`src/rtl/refsw_pkg.sv`:
```
package refsw_pkg;

  typedef enum logic [1:0] {
    MS_IDLE  = 2'd0,
    MS_ARMED = 2'd1,
    MS_COUNT = 2'd2
  } meter_state_e;

endpackage

```
`src/rtl/refsw_rst_sync.sv`:
```
module refsw_rst_sync (
  input  logic clk,
  input  logic arst_n,
  output logic rst_n_o
);

  logic [1:0] stage_q;

  always_ff @(posedge clk or negedge arst_n) begin
    if (!arst_n) begin
      stage_q <= 2'b00;
    end else begin
      stage_q <= {stage_q[0], 1'b1};
    end
  end

  assign rst_n_o = stage_q[1];

endmodule

```
`src/rtl/refsw_edge_sync.sv`:
```
module refsw_edge_sync #(
  parameter int STAGES = 2
) (
  input  logic clk,
  input  logic rst_n,
  input  logic din,
  output logic rise
);

  logic [STAGES-1:0] pipe_q;
  logic [STAGES-1:0] pipe_d;
  logic              prev_q;

  always_comb begin
    pipe_d = {pipe_q[STAGES-2:0], din};
  end

  always_ff @(posedge clk or negedge rst_n) begin
    if (!rst_n) begin
      pipe_q <= '0;
      prev_q <= 1'b0;
    end else begin
      pipe_q <= pipe_d;
      prev_q <= pipe_q[STAGES-1];
    end
  end

  assign rise = pipe_q[STAGES-1] & ~prev_q;

  // A detected rise lasts exactly one cycle
  assert_single_rise_R2: assert property (@(posedge clk) disable iff (!rst_n)
    rise |=> !rise);

endmodule

```
`src/rtl/refsw_phase_meter.sv`:
```
module refsw_phase_meter
  import refsw_pkg::*;
#(
  parameter int CNT_W = 16
) (
  input  logic             clk,
  input  logic             rst_n,
  input  logic             start,
  input  logic             ref_rise,
  input  logic             fb_rise,
  output logic             idle,
  output logic [CNT_W-1:0] measured,
  output logic             done
);

  localparam logic [CNT_W-1:0] CNT_MAX = {CNT_W{1'b1}};

  meter_state_e     state_q, state_d;
  logic [CNT_W-1:0] count_q, count_d;
  logic [CNT_W-1:0] meas_q, meas_d;
  logic             done_q, done_d;
  logic [CNT_W-1:0] count_inc;
  logic             count_en, meas_en;

  assign count_inc = (count_q == CNT_MAX) ? CNT_MAX : count_q + 1'b1;

  always_comb begin
    state_d  = state_q;
    count_d  = count_q;
    meas_d   = meas_q;
    done_d   = 1'b0;
    count_en = 1'b0;
    meas_en  = 1'b0;
    case (state_q)
      MS_IDLE: begin
        if (start) begin
          state_d = MS_ARMED;
        end
      end
      MS_ARMED: begin
        if (ref_rise) begin
          if (fb_rise) begin
            meas_d  = '0;
            meas_en = 1'b1;
            done_d  = 1'b1;
            state_d = MS_IDLE;
          end else begin
            count_d  = '0;
            count_en = 1'b1;
            state_d  = MS_COUNT;
          end
        end
      end
      MS_COUNT: begin
        if (fb_rise) begin
          meas_d  = count_inc;
          meas_en = 1'b1;
          done_d  = 1'b1;
          state_d = MS_IDLE;
        end else begin
          count_d  = count_inc;
          count_en = 1'b1;
        end
      end
      default: begin
        state_d = MS_IDLE;
      end
    endcase
  end

  always_ff @(posedge clk or negedge rst_n) begin
    if (!rst_n) begin
      state_q <= MS_IDLE;
      done_q  <= 1'b0;
    end else begin
      state_q <= state_d;
      done_q  <= done_d;
    end
  end

  always_ff @(posedge clk or negedge rst_n) begin
    if (!rst_n) begin
      count_q <= '0;
    end else if (count_en) begin
      count_q <= count_d;
    end
  end

  always_ff @(posedge clk or negedge rst_n) begin
    if (!rst_n) begin
      meas_q <= '0;
    end else if (meas_en) begin
      meas_q <= meas_d;
    end
  end

  assign idle     = (state_q == MS_IDLE);
  assign measured = meas_q;
  assign done     = done_q;

  // A start while idle arms the measurement
  assert_arm_on_start_R3: assert property (@(posedge clk) disable iff (!rst_n)
    (state_q == MS_IDLE && start) |=> (state_q == MS_ARMED));

  // The count holds at its ceiling instead of wrapping
  assert_no_wrap_R4: assert property (@(posedge clk) disable iff (!rst_n)
    (state_q == MS_COUNT && count_q == CNT_MAX && !fb_rise) |=> (count_q == CNT_MAX));

  // Done follows a detected feedback rise and lasts one cycle
  assert_done_after_fb_R5: assert property (@(posedge clk) disable iff (!rst_n)
    done |-> $past(fb_rise));
  assert_done_pulse_R5: assert property (@(posedge clk) disable iff (!rst_n)
    done |=> !done);

  // A start during counting does not restart or abort the count
  assert_start_ignored_R6: assert property (@(posedge clk) disable iff (!rst_n)
    (state_q == MS_COUNT && start && !fb_rise) |=> (state_q == MS_COUNT && count_q != '0));

endmodule

```
`src/rtl/refsw_edge_delay.sv`:
```
module refsw_edge_delay #(
  parameter int CNT_W = 16
) (
  input  logic             clk,
  input  logic             rst_n,
  input  logic             en,
  input  logic             ref_rise,
  input  logic [CNT_W-1:0] load_val,
  output logic             vref
);

  logic             busy_q, busy_d;
  logic             queued_q, queued_d;
  logic [CNT_W-1:0] cnt_q, cnt_d;
  logic             cnt_en;
  logic             fire;

  assign fire = busy_q && (cnt_q == '0);

  always_comb begin
    busy_d   = busy_q;
    queued_d = queued_q;
    cnt_d    = cnt_q;
    cnt_en   = 1'b0;
    if (!en) begin
      busy_d   = 1'b0;
      queued_d = 1'b0;
    end else if (fire) begin
      if (queued_q || ref_rise) begin
        busy_d   = 1'b1;
        cnt_d    = load_val;
        cnt_en   = 1'b1;
        queued_d = 1'b0;
      end else begin
        busy_d = 1'b0;
      end
    end else if (busy_q) begin
      cnt_d  = cnt_q - 1'b1;
      cnt_en = 1'b1;
      if (ref_rise) begin
        queued_d = 1'b1;
      end
    end else if (ref_rise) begin
      busy_d = 1'b1;
      cnt_d  = load_val;
      cnt_en = 1'b1;
    end
  end

  always_ff @(posedge clk or negedge rst_n) begin
    if (!rst_n) begin
      busy_q   <= 1'b0;
      queued_q <= 1'b0;
    end else begin
      busy_q   <= busy_d;
      queued_q <= queued_d;
    end
  end

  always_ff @(posedge clk or negedge rst_n) begin
    if (!rst_n) begin
      cnt_q <= '0;
    end else if (cnt_en) begin
      cnt_q <= cnt_d;
    end
  end

  assign vref = fire && en;

  // With a non-zero delay each replayed edge gives a one-cycle pulse
  assert_vref_single_R7: assert property (@(posedge clk) disable iff (!rst_n)
    (vref && load_val != '0) |=> !vref);

  // A rise during a running delay is held in the queue
  assert_queue_hold_R8: assert property (@(posedge clk) disable iff (!rst_n)
    (en && busy_q && !fire && ref_rise) |=> queued_q);

  // Leaving delay mode discards the running and queued edges
  assert_flush_R9: assert property (@(posedge clk) disable iff (!rst_n)
    !en |=> (!busy_q && !queued_q));

endmodule

```
`src/rtl/refsw_phase_comp.sv`:
```
module refsw_phase_comp #(
  parameter int CNT_W       = 16,
  parameter int SYNC_STAGES = 2
) (
  input  logic clk,
  input  logic rst_n,
  input  logic start,
  input  logic ref_in,
  input  logic fb_in,
  output logic done,
  output logic vref
);

  localparam int NUM_IN  = 2;
  localparam int IDX_REF = 0;
  localparam int IDX_FB  = 1;

  logic              rst_sync_n;
  logic [NUM_IN-1:0] raw_in;
  logic [NUM_IN-1:0] rise_vec;
  logic              meter_idle;
  logic [CNT_W-1:0]  stored_gap;

  refsw_rst_sync i_rst_sync (
    .clk     (clk),
    .arst_n  (rst_n),
    .rst_n_o (rst_sync_n)
  );

  assign raw_in[IDX_REF] = ref_in;
  assign raw_in[IDX_FB]  = fb_in;

  for (genvar gi = 0; gi < NUM_IN; gi++) begin : g_sync
    refsw_edge_sync #(
      .STAGES (SYNC_STAGES)
    ) i_sync (
      .clk   (clk),
      .rst_n (rst_sync_n),
      .din   (raw_in[gi]),
      .rise  (rise_vec[gi])
    );
  end

  refsw_phase_meter #(
    .CNT_W (CNT_W)
  ) i_meter (
    .clk      (clk),
    .rst_n    (rst_sync_n),
    .start    (start),
    .ref_rise (rise_vec[IDX_REF]),
    .fb_rise  (rise_vec[IDX_FB]),
    .idle     (meter_idle),
    .measured (stored_gap),
    .done     (done)
  );

  refsw_edge_delay #(
    .CNT_W (CNT_W)
  ) i_delay (
    .clk      (clk),
    .rst_n    (rst_sync_n),
    .en       (meter_idle),
    .ref_rise (rise_vec[IDX_REF]),
    .load_val (stored_gap),
    .vref     (vref)
  );

  // Outputs stay quiet while the synchronized reset is active
  always_comb begin
    if (!rst_sync_n) begin
      assert_quiet_in_reset_R1: assert (!done && !vref);
    end
  end

  // No virtual reference while a measurement is armed or running
  assert_no_vref_measuring_R9: assert property (@(posedge clk) disable iff (!rst_sync_n)
    !meter_idle |-> !vref);

endmodule

```
`config.mk`:
```
export PLATFORM = sky130hd
export DESIGN_NAME = refsw_phase_comp
export DESIGN_NICKNAME = d
export VERILOG_FILES = /design/src/rtl/refsw_pkg.sv /design/src/rtl/refsw_rst_sync.sv /design/src/rtl/refsw_edge_sync.sv /design/src/rtl/refsw_phase_meter.sv /design/src/rtl/refsw_edge_delay.sv /design/src/rtl/refsw_phase_comp.sv
export SDC_FILE = /design/constraint.sdc
export NUM_CORES = 1
export LEC_CHECK = 0
export CAP_MARGIN = 20
export CORE_MARGIN = 2
export CORE_UTILIZATION = 48
export DETAILED_ROUTE_END_ITERATION = 8
export DONT_BUFFER_PORTS = 1
export SLEW_MARGIN = 10
export SYNTH_ARGS = -nofsm -noshare
export SYNTH_HDL_FRONTEND = slang
export SYNTH_SLANG_ARGS = --single-unit
```
`constraint.sdc`:
```
create_clock -name clk -period 2.1 [get_ports clk]
set_input_delay 0.42 -clock clk [delete_from_list [all_inputs] [get_ports clk]]
set_output_delay 0.42 -clock clk [all_outputs]
set_load 0.1 [all_outputs]
```
==> impl_summary.txt, run 1 <==
----------------------------------------------------
[Power and ir drop]
  IR Drop Worst-Case VDD ... 539 uV
  Overall power of the completed layout ... 6.07 mW
  Power density relative to cell area ... 1460 nW/um^2
  Leak pwr ... 1.77 nW

[Worst hold path]
  Type of the tightest min-delay check ... in2reg
  Hold Path Cell Cnt ... 0

[Clock network]
  Number of CTS-inserted buffers ... 9
  CTS tree ... built
  CTS HTree Levels ... 3
  Latest clock arrival within the worst-skew pair ... 340 ps
  Reg clk slew, reported paths ... 70 ps
  Root buffer selected by CTS ... sky130_fd_sc_hd__clkbuf_8
  Buffer depth of the longest clock path ... 2
  Clock Sink Count ... 61

[Placed design]
  Final weighted congestion in routability-driven placement ... 0.909
  Buffers on Ports ... 0
  Standard cell area after detailed placement ... 3620 um^2
  Placed Instances ... 460
  Post-DP HPWL ... 5.73 mm
  Minimum setup slack after placement ... -75.9 ps

[Worst setup path]
  Most common cell on crit path ... sky130_fd_sc_hd__nor2_4
  Endpoint kind of the worst setup timing path ... output pin
  Logic depth of the worst register-to-register path ... 9
  Critical-path top delay cell ... sky130_fd_sc_hd__dfrtp_1
  Longest individual stage delay on the worst path ... 400 ps
  Cell-by-cell listing of the critical path ... inv_2 -> ha_4 -> or3b_4 -> buf_6 -> nor2_4 -> nand3_2 -> nor2_4 -> buf_12
  Worst endpoint data arrival time ... 1980 ps
  CP max FO ... 2
  Req. time, crit path ... 1680 ps
  Startpoint types ... flop
  Class of the most critical setup path ... reg2out

[STA]
  Setup Viol. Count Final ... 17
  Minimum hold slack ... 106 ps
  Max-Slew Margin vs Limit ... 0.668
  Tmin final ... 2400 ps
  Max-slew violation total from the final report ... 0
  Total Neg Setup Slack ... -3360 ps
  Worst slew pin tran ... 494 ps
  Worst setup slack after layout ... -296 ps
  Hold Fails Final Rpt ... 0
  F_max ... 0.417 GHz
  Post-route clock skew ... 9.19 ps
  Part of the cycle the worst path needs ... 1.14
  Setup repair after global routing missed its margin ... yes

[Finish]
  Number of standard cells in the final layout excluding fillers ... 500
  Share of cells above drive strength 1 ... 0.260
  Post-layout instance area ... 4160 um^2
  Layout overhead on the synthesized area ... 27.0%
  Final Net Count ... 426
  Most frequent standard cell in the layout excluding fill and tap cells ... sky130_fd_sc_hd__dfrtp_1
  Layout Utilization ... 0.622
  Antenna diode count ... 0
  Commonest non-fill, non-tap cells in the layout ... 60 x sky130_fd_sc_hd__dfrtp_1, 43 x sky130_fd_sc_hd__o21ai_0, 43 x sky130_fd_sc_hd__buf_4

[Yosys]
  Number of synthesized register bits ... 61
  Total number of yosys warnings ... 0
  Cell count after synthesis ... 365
  Net count after synthesis ... 376
  Sequential-to-total area share from yosys stat ... 0.466
  Post-synthesis instance area ... 3270 um^2
  Primary FF master, synth ... sky130_fd_sc_hd__dfrtp_1
  Async S/R FF share, synth ... 1.00
  Unique masters post-synth ... 58
  Syn_area_per_cell ... 8.97 um^2
  Number of enable flip-flop cells after synthesis ... 0

[Floorplanning]
  Overall die height ... 86.6 um
  Horiz. Die Dim ... 86.6 um
  Std-Cell Core Area ... 6680 um^2
  Number of cell rows ... 30
  Initial standard-cell utilization of the core ... 0.490
  Top-level I/O count ... 7
  Die ar. ... 7500 um^2

[Detailed routing]
  Post-detailed-route DRC marker count ... 0
  Final routed wire length divided by cell count ... 17.1 um
  1st-iter DRT viols ... 146
  Average vias per placed instance ... 5.96
  Post-detailed-routing wire length ... 8.55 mm
  Number of vias in the routed layout ... 2,982
  First-pass iteration count of the detailed router ... 4
  Post-DRT Antenna Nets ... 0

[Global route]
  Congestion Overflow GR ... 0
  Largest net degree at the start of global routing ... 45
  Via count of the first global-routing pass ... 2,895
  Initial antenna violation count ... 0
  Global routing usage summed across all routing layers ... 0.245
  Global-route wire length before repair ... 14.2 mm

[Outcome]
  Violated checks ... setup timing
  Run status ... finished, violations left

[Run]
  Count of max-cap constraint violations ... 0

----------------------------------------------------
## kinds of logic after synthesis
| group | after synthesis | share of synthesized area |
|---|---|---|
| AO/OA/AOI/OAI | 124 | 0.237 |
| XOR/XNOR | 6 | 0.0160 |
| adder cells (fa/ha/maj) | 6 | 0.0229 |
| buffers and inverters | 36 | 0.0455 |
| flip-flops | 61 | 0.466 |
| multiplexers | 3 | 0.00917 |
| other | 1 | 0.00115 |
| AND/OR/NAND/NOR | 128 | 0.202 |
## path summary, 6_finish.rpt
path	end	startpoint	slack, ps
min in group asynchronous	g_sync[0].i_sync.pipe_q[0]$_DFF_PN0_	i_rst_sync.stage_q[1]$_DFF_PN0_	190
min reg2reg	g_sync[0].i_sync.pipe_q[0]$_DFF_PN0_	i_rst_sync.stage_q[1]$_DFF_PN0_	190
max	vref	i_delay.cnt_q[0]$_DFFE_PN0P_	-300
max in group asynchronous	i_meter.measured[5]$_DFFE_PN0P_	i_rst_sync.stage_q[1]$_DFF_PN0_	1340
max reg2reg	i_delay.cnt_q[5]$_DFFE_PN0P_	i_delay.cnt_q[0]$_DFFE_PN0P_	-250
min	g_sync[0].i_sync.pipe_q[0]$_DFF_PN0_	ref_in	110
## cells in the mapped netlist (all sizes together) (2+ instances only)
cell type	n	area share
a21o	2	0.0046
a22oi	4	0.0092
a31oi	2	0.0038
o22ai	3	0.0057
clkbuf	15	0.017
nor3b	2	0.0046
inv	16	0.018
or2	4	0.0076
buf	5	0.0099
a21oi	28	0.043
and4	5	0.013
nor3	9	0.014
xnor2	4	0.011
and3	3	0.0057
a2bb2oi	3	0.0080
or3	5	0.0096
ha	6	0.023
a22o	2	0.0054
xor2	2	0.0054
nor2	21	0.024
dfrtp	61	0.47
or4	2	0.0057
nand4	8	0.015
o21ai	52	0.083
nand2	37	0.042
nand3b	3	0.0069
a31o	3	0.0080
nand3	12	0.018
o2bb2ai	7	0.019
nand2b	3	0.0057
mux2i	3	0.0092
and2	4	0.0076
o211ai	4	0.0092
nor4	6	0.011
a41oi	2	0.0054
## area by class of cell
cell class	count	area, um^2
sequential	61	1530
clock inverter	6	71.3
clock buffer	10	138
fill	566	2520
multi-input combinational	268	1730
tap	80	100
inverter	16	63.8
timing repair buffer	59	532
## critical path, delay by kind of cell, from the launching register on
family        cells  cell delay [ps]
simple gates      4              710
flops             1              400
buf+inv           3              400
fa+ha+maj         1              130
## sequential cells by signal (all words and copies together), names as in the netlist
name                  flops
i_meter.done              1
g_sync.i_sync.prev_q      2
i_delay.busy_q            1
i_rst_sync.stage_q        2
i_meter.state_q           2
i_delay.queued_q          1
i_delay.cnt_q            16
i_meter.count_q          16
i_meter.measured         16
g_sync.i_sync.pipe_q      4
## routing by layer
metal	track usage	share of wire	wire length, um
met1	0.324	0.45	3870
met2	0.385	0.48	4130
met3	0.0667	0.046	395
met4	0.0952	0.018	157
met5	0	0	0
## where the power goes
| group | internal, mW | leakage [nW] | switching (mW) |
|---|---|---|---|
| sequential | 1.36 | 0.821 | 0.175 |
| combinational | 1.62 | 0.852 | 1.83 |
| clock | 0.588 | 0.0991 | 0.507 |
## what timing repair did
item | 4_1_cts | 5_1_grt
setup buffers | 16 | 8
endpoints found under the hold margin | 2 | 0
hold buffers | 1 | 0
pin swaps | 7 | 9
gates resized for setup | 23 | 18
setup endpoints to repair | 14 | 42
(Power assumes the default switching activity.)
==> run 2, diff against run 1 <==
CORE_UTILIZATION = 35   (was 48)
MAX_ROUTING_LAYER = met4   (was default)
==> run 2 against run 1 <==
The flow still finishes with violations (setup timing). Sequential share of layout area is 0.31 points higher. Total power decreased by 4.2%. Worst setup slack better by 1.5 ps. Critical path type unchanged. Highest routed layer unchanged. Clock power hardly changed. Critical path depth fell by 2. Clock skew down 1.3 ps. Register-to-register slack improved by 130 ps. First-iteration DRC count rose by 4.8%. Hold slack got worse by 14 ps. Flip-flop and latch count unchanged. Global-route usage shrank 6.0 points. Critical endpoint unchanged.
==> impl_summary.txt, run 2 (same netlist as run 1, synthesis figures left out) <==
----------------------------------------------------
[Global route]
  Global-route wire length before repair ... 14.4 mm
  Global routing usage summed across all routing layers ... 0.186
  Via count of the first global-routing pass ... 2,904
  Initial antenna violation count ... 0
  Congestion Overflow GR ... 0
  Largest net degree at the start of global routing ... 50

[Floorplanning]
  Initial standard-cell utilization of the core ... 0.358
  Overall die height ... 101 um
  Number of cell rows ... 35
  Std-Cell Core Area ... 9150 um^2
  Die ar. ... 10,100 um^2
  Top-level I/O count ... 7
  Horiz. Die Dim ... 101 um

[STA]
  Max-Slew Margin vs Limit ... 0.668
  Tmin final ... 2390 ps
  Hold Fails Final Rpt ... 0
  Max-slew violation total from the final report ... 0
  F_max ... 0.418 GHz
  Setup repair after global routing missed its margin ... yes
  Post-route clock skew ... 7.84 ps
  Minimum hold slack ... 92.1 ps
  Setup Viol. Count Final ... 17
  Part of the cycle the worst path needs ... 1.14
  Worst setup slack after layout ... -294 ps
  Worst slew pin tran ... 494 ps

[Worst setup path]
  CP max FO ... 6
  Req. time, crit path ... 1680 ps
  Startpoint types ... flop
  Beginning of the critical path ... i_delay.cnt_q[7]$_DFFE_PN0P_
  Longest individual stage delay on the worst path ... 390 ps
  Worst endpoint data arrival time ... 1970 ps
  Source of the worst register-to-register timing path ... i_delay.cnt_q[1]$_DFFE_PN0P_
  Class of the most critical setup path ... reg2out
  Endpoint kind of the worst setup timing path ... output pin
  Cell-by-cell listing of the critical path ... buf_4 -> nor3_1 -> and4_2 -> nand3_2 -> nor2_4 -> buf_12
  Critical-path top delay cell ... sky130_fd_sc_hd__dfrtp_1

[Power and ir drop]
  IR Drop Worst-Case VDD ... 553 uV
  Overall power of the completed layout ... 5.82 mW
  Power density relative to cell area ... 1410 nW/um^2
  Leak pwr ... 1.75 nW

[Finish]
  Commonest non-fill, non-tap cells in the layout ... 60 x sky130_fd_sc_hd__dfrtp_1, 44 x sky130_fd_sc_hd__o21ai_0, 40 x sky130_fd_sc_hd__buf_4
  Layout Utilization ... 0.450
  Final Net Count ... 417
  Layout overhead on the synthesized area ... 25.9%
  Most frequent standard cell in the layout excluding fill and tap cells ... sky130_fd_sc_hd__dfrtp_1
  Share of cells above drive strength 1 ... 0.231
  Fillers ... 882
  Antenna diode count ... 0

[Placed design]
  Post-DP HPWL ... 5.57 mm
  Buffers on Ports ... 0
  Final weighted congestion in routability-driven placement ... 0.964

[Clock network]
  Reg clk slew, reported paths ... 80 ps
  CTS tree ... built
  Number of CTS-inserted buffers ... 9
  CTS HTree Levels ... 3
  Buffer depth of the longest clock path ... 2
  Clock Sink Count ... 61
  Root buffer selected by CTS ... sky130_fd_sc_hd__clkbuf_8
  Latest clock arrival within the worst-skew pair ... 350 ps

[Detailed routing]
  Number of vias in the routed layout ... 2,905
  Average vias per placed instance ... 5.57
  Post-DRT Antenna Nets ... 0
  Final routed wire length divided by cell count ... 16.0 um
  1st-iter DRT viols ... 153
  Post-detailed-routing wire length ... 8.37 mm
  First-pass iteration count of the detailed router ... 4
  Post-detailed-route DRC marker count ... 0

[Worst hold path]
  Type of the tightest min-delay check ... in2reg
  Hold path startpoint ... fb_in

[Outcome]
  Violated checks ... setup timing
  Run status ... finished, violations left

[Run]
  Count of max-cap constraint violations ... 0

----------------------------------------------------
## run 2: cell types whose count changed in the layout (fill, tap and decap cells not counted), moves of 2 or more
cell                     before  now
sky130_fd_sc_hd__buf_4       43   40
sky130_fd_sc_hd__buf_16       0    3
sky130_fd_sc_hd__buf_6       11    3
sky130_fd_sc_hd__ha_1         3    5
sky130_fd_sc_hd__ha_2         2    0
## run 2: routing by layer
metal / track usage / share of wire / vias to the layer above
li1: - / - / 1425
met1: 0.237 / 0.46 / 1408
met2: 0.293 / 0.49 / 62
met3: 0.0458 / 0.040 / 10
met4: 0.0537 / 0.014 / 0
met5: - / 0 / -
## run 2: critical path: cells and delay by family (launching register included)
family	cells	cell delay (ps)
buf+inv	2	340
flops	1	390
simple gates	4	890
## run 2: layout make-up
class | count | area [um^2] | share of cell area
clock buffer | 9 | 124 | 0.0300
clock inverter | 7 | 82.6 | 0.0200
inverter | 16 | 63.8 | 0.0155
multi-input combinational | 268 | 1700 | 0.412
sequential | 61 | 1530 | 0.371
tap | 111 | 139 | 0.0337
timing repair buffer | 50 | 487 | 0.118
## run 2: power by group
part | internal [mW] | switching (mW) | total [mW]
Sequential | 1.36 | 0.162 | 1.52
Clock | 0.565 | 0.542 | 1.11
Combinational | 1.49 | 1.70 | 3.19
## run 2: stage by stage
| step | instances | worst slack, ps | instance area, um^2 | setup TNS [ps] |
|---|---|---|---|---|
| 3_3_place_gp | 493 | -29.2 | 3670 | -56.0 |
| 5_1_grt | 522 | -392 | 4120 | -3240 |
| 6_report | 522 | -294 | 4120 | -1700 |
| 4_1_cts | 519 | -280 | 4060 | -1120 |
| 2_1_floorplan | 365 | -153 | 3310 | -661 |
| 3_5_place_dp | 493 | -87.1 | 3670 | -407 |
## run 2: timing repair
| action | CTS | global route |
|---|---|---|
| buffers inserted | 6 | 4 |
| gates cloned | 3 | 0 |
| endpoints found under the setup margin | 12 | 17 |
| resized for setup | 15 | 11 |
| hold buffers | 1 | 0 |
| endpoints found under the hold margin | 2 | 0 |
| pin swaps | 16 | 4 |
## run 2: worst paths after layout
path / slack [ps] / endpoint / cells past startpoint
worst max-delay path: -290 / vref / 6
worst min-delay path: 90 / g_sync[1].i_sync.pipe_q[0]$_DFF_PN0_ / 0
worst max register to register: -120 / i_delay.cnt_q[9]$_DFFE_PN0P_ / 9
worst min register to register: 140 / i_meter.done$_DFF_PN0_ / 0
max in group asynchronous: 1410 / i_delay.busy_q$_DFF_PN0_ / 1
min in group asynchronous: 140 / i_meter.done$_DFF_PN0_ / 0
==> run 3, diff against run 2 <==
GPL_TIMING_DRIVEN = 0   (was default)
==> run 3 against run 2 <==
The flow still finishes with violations (setup timing). Critical path depth did not move. Utilization fell by 2.2 points. Routed wire length rose by 3.2%. Global-route usage rose by 0.062 points. Clock-buffer cell count did not move. Sequential share of layout area rose by 2.0 points. Total power fell by 9.8%. Final cell count fell by 2.1%. Sequential power rose by 7%. Clock skew rose by 1.8 ps. Register-to-register slack got worse by 250 ps. Design area fell by 4.8%. Largest cell class unchanged.
==> impl_summary.txt, run 3 (same netlist as run 1, synthesis figures left out) <==
----------------------------------------------------
[Outcome]
  Run status ... finished, violations left
  Violated checks ... setup timing

[Worst setup path]
  Most common cell on crit path ... sky130_fd_sc_hd__nor2_4
  Register-to-register setup slack ... -370 ps
  Worst endpoint data arrival time ... 2090 ps
  Endpoint kind of the worst setup timing path ... output pin
  CP max FO ... 2
  Class of the most critical setup path ... reg2out
  Req. time, crit path ... 1680 ps
  Longest individual stage delay on the worst path ... 510 ps
  Startpoint types ... flop
  Critical-path top delay cell ... sky130_fd_sc_hd__nor2_4
  Cell-by-cell listing of the critical path ... inv_2 -> ha_4 -> or3b_4 -> nor2_4 -> nand3_2 -> nor2_4

[Floorplanning]
  Initial standard-cell utilization of the core ... 0.358
  Die ar. ... 10,100 um^2
  Overall die height ... 101 um
  Top-level I/O count ... 7
  Number of cell rows ... 35
  Horiz. Die Dim ... 101 um
  Std-Cell Core Area ... 9150 um^2

[STA]
  Worst setup slack after layout ... -411 ps
  Worst slew pin tran ... 864 ps
  Part of the cycle the worst path needs ... 1.20
  Tmin final ... 2510 ps
  Hold Fails Final Rpt ... 0
  Total Neg Setup Slack ... -5070 ps
  Setup Viol. Count Final ... 17
  Post-route clock skew ... 9.66 ps
  F_max ... 0.398 GHz
  Max-Slew Margin vs Limit ... 0.425
  Max-slew violation total from the final report ... 0
  Setup repair after global routing missed its margin ... yes

[Power and ir drop]
  Share of total power in sequential cells ... 0.309
  Power density relative to cell area ... 1340 nW/um^2
  IR Drop Worst-Case VDD ... 528 uV
  Internal power consumption ... 2.92 mW
  Sw Ratio ... 0.443
  Overall power of the completed layout ... 5.25 mW
  Share of total power in combinational logic ... 0.509
  Part of the power in the clock network ... 0.182
  Leak pwr ... 1.65 nW
  Switching Power ... 2.33 mW

[Run]
  Count of max-cap constraint violations ... 0

[Global route]
  Global-route wire length before repair ... 14.2 mm
  Global routing usage summed across all routing layers ... 0.186
  Congestion Overflow GR ... 0
  Initial antenna violation count ... 0
  Via count of the first global-routing pass ... 2,815
  Largest net degree at the start of global routing ... 60

[Finish]
  Antenna diode count ... 0
  Most frequent standard cell in the layout excluding fill and tap cells ... sky130_fd_sc_hd__dfrtp_1
  Layout overhead on the synthesized area ... 19.8%
  Post-layout instance area ... 3920 um^2
  Final Net Count ... 406
  Commonest non-fill, non-tap cells in the layout ... 58 x sky130_fd_sc_hd__dfrtp_1, 45 x sky130_fd_sc_hd__o21ai_0, 36 x sky130_fd_sc_hd__nand2_1
  Share of cells above drive strength 1 ... 0.208
  Fillers ... 864
  Layout Utilization ... 0.429

[Clock network]
  Number of CTS-inserted buffers ... 9
  Root buffer selected by CTS ... sky130_fd_sc_hd__clkbuf_8
  Reg clk slew, reported paths ... 80 ps
  CTS tree ... built
  Clock Sink Count ... 61
  Buffer depth of the longest clock path ... 2
  CTS HTree Levels ... 3
  Latest clock arrival within the worst-skew pair ... 350 ps

[Placed design]
  Buffers on Ports ... 0
  Post-DP HPWL ... 5.72 mm
  Final weighted congestion in routability-driven placement ... 0.898
  Standard cell area after detailed placement ... 3450 um^2

[Detailed routing]
  Final routed wire length divided by cell count ... 16.9 um
  First-pass iteration count of the detailed router ... 5
  Average vias per placed instance ... 5.72
  1st-iter DRT viols ... 182
  Post-DRT Antenna Nets ... 0
  Number of vias in the routed layout ... 2,923
  Post-detailed-routing wire length ... 8.63 mm
  Post-detailed-route DRC marker count ... 0

[Worst hold path]
  Type of the tightest min-delay check ... in2reg

----------------------------------------------------
run 3: power groups by stage:
stage	registers, mW	clock network (mW)	logic [mW]
2_1_floorplan	1.56	0	1.67
3_3_place_gp	1.62	0	2.12
3_5_place_dp	1.63	0	2.11
4_1_cts	1.61	0.988	2.49
5_1_grt	1.65	1.05	2.89
6_report	1.62	0.955	2.68
run 3: layer usage:
| layer | track usage | share of wire | vias up |
|---|---|---|---|
| met3 | 0.0485 | 0.059 | 18 |
| met5 | - | 0 | - |
| met1 | 0.243 | 0.45 | 1395 |
| li1 | - | - | 1407 |
| met2 | 0.284 | 0.47 | 103 |
| met4 | 0.0601 | 0.021 | 0 |
run 3: final timing paths:
path,from,endpoint,cells past startpoint
max,i_delay.cnt_q[1]$_DFFE_PN0P_,vref,6
min in group asynchronous,rst_n,i_rst_sync.stage_q[0]$_DFF_PN0_,1
max in group asynchronous,i_rst_sync.stage_q[1]$_DFF_PN0_,i_delay.cnt_q[0]$_DFFE_PN0P_,0
min,ref_in,g_sync[0].i_sync.pipe_q[0]$_DFF_PN0_,0
max reg2reg,i_delay.cnt_q[1]$_DFFE_PN0P_,i_delay.cnt_q[5]$_DFFE_PN0P_,9
min reg2reg,g_sync[0].i_sync.pipe_q[0]$_DFF_PN0_,g_sync[0].i_sync.pipe_q[1]$_DFF_PN0_,0
run 3: area by class of cell:
| cell class | count | area (um^2) | share of cell area |
|---|---|---|---|
| buffer | 16 | 88.8 | 0.0226 |
| clock buffer | 9 | 124 | 0.0316 |
| clock inverter | 7 | 55.1 | 0.0140 |
| inverter | 16 | 60.1 | 0.0153 |
| multi-input combinational | 268 | 1730 | 0.442 |
| sequential | 61 | 1530 | 0.391 |
| tap | 111 | 139 | 0.0354 |
| timing repair buffer | 23 | 190 | 0.0485 |
run 3: what timing repair did:
item                       CTS  global route
hold endpoints to repair     2             0
setup endpoints to repair   47            42
setup buffers               19             1
gates resized for setup     28            19
hold buffers                 1             0
cloned                       2             0
pin swaps                    7             5
run 3: critical path: cells and delay by family, from the launching register on:
kind / cells / cell delay, ps
flip-flops: 1 / 410
adder cells (fa/ha/maj): 1 / 130
AND/OR/NAND/NOR: 4 / 1120
buffers and inverters: 1 / 80
run 3: per-stage QoR:
| step | worst slack [ps] | cells | hold WS [ps] |
|---|---|---|---|
| floorplan | -153 | 365 | 124 |
| global placement | -530 | 476 | 124 |
| detailed placement | -587 | 476 | 124 |
| CTS | -413 | 512 | 75.0 |
| global route | -469 | 511 | 62.7 |
| finish | -411 | 511 | 90.6 |
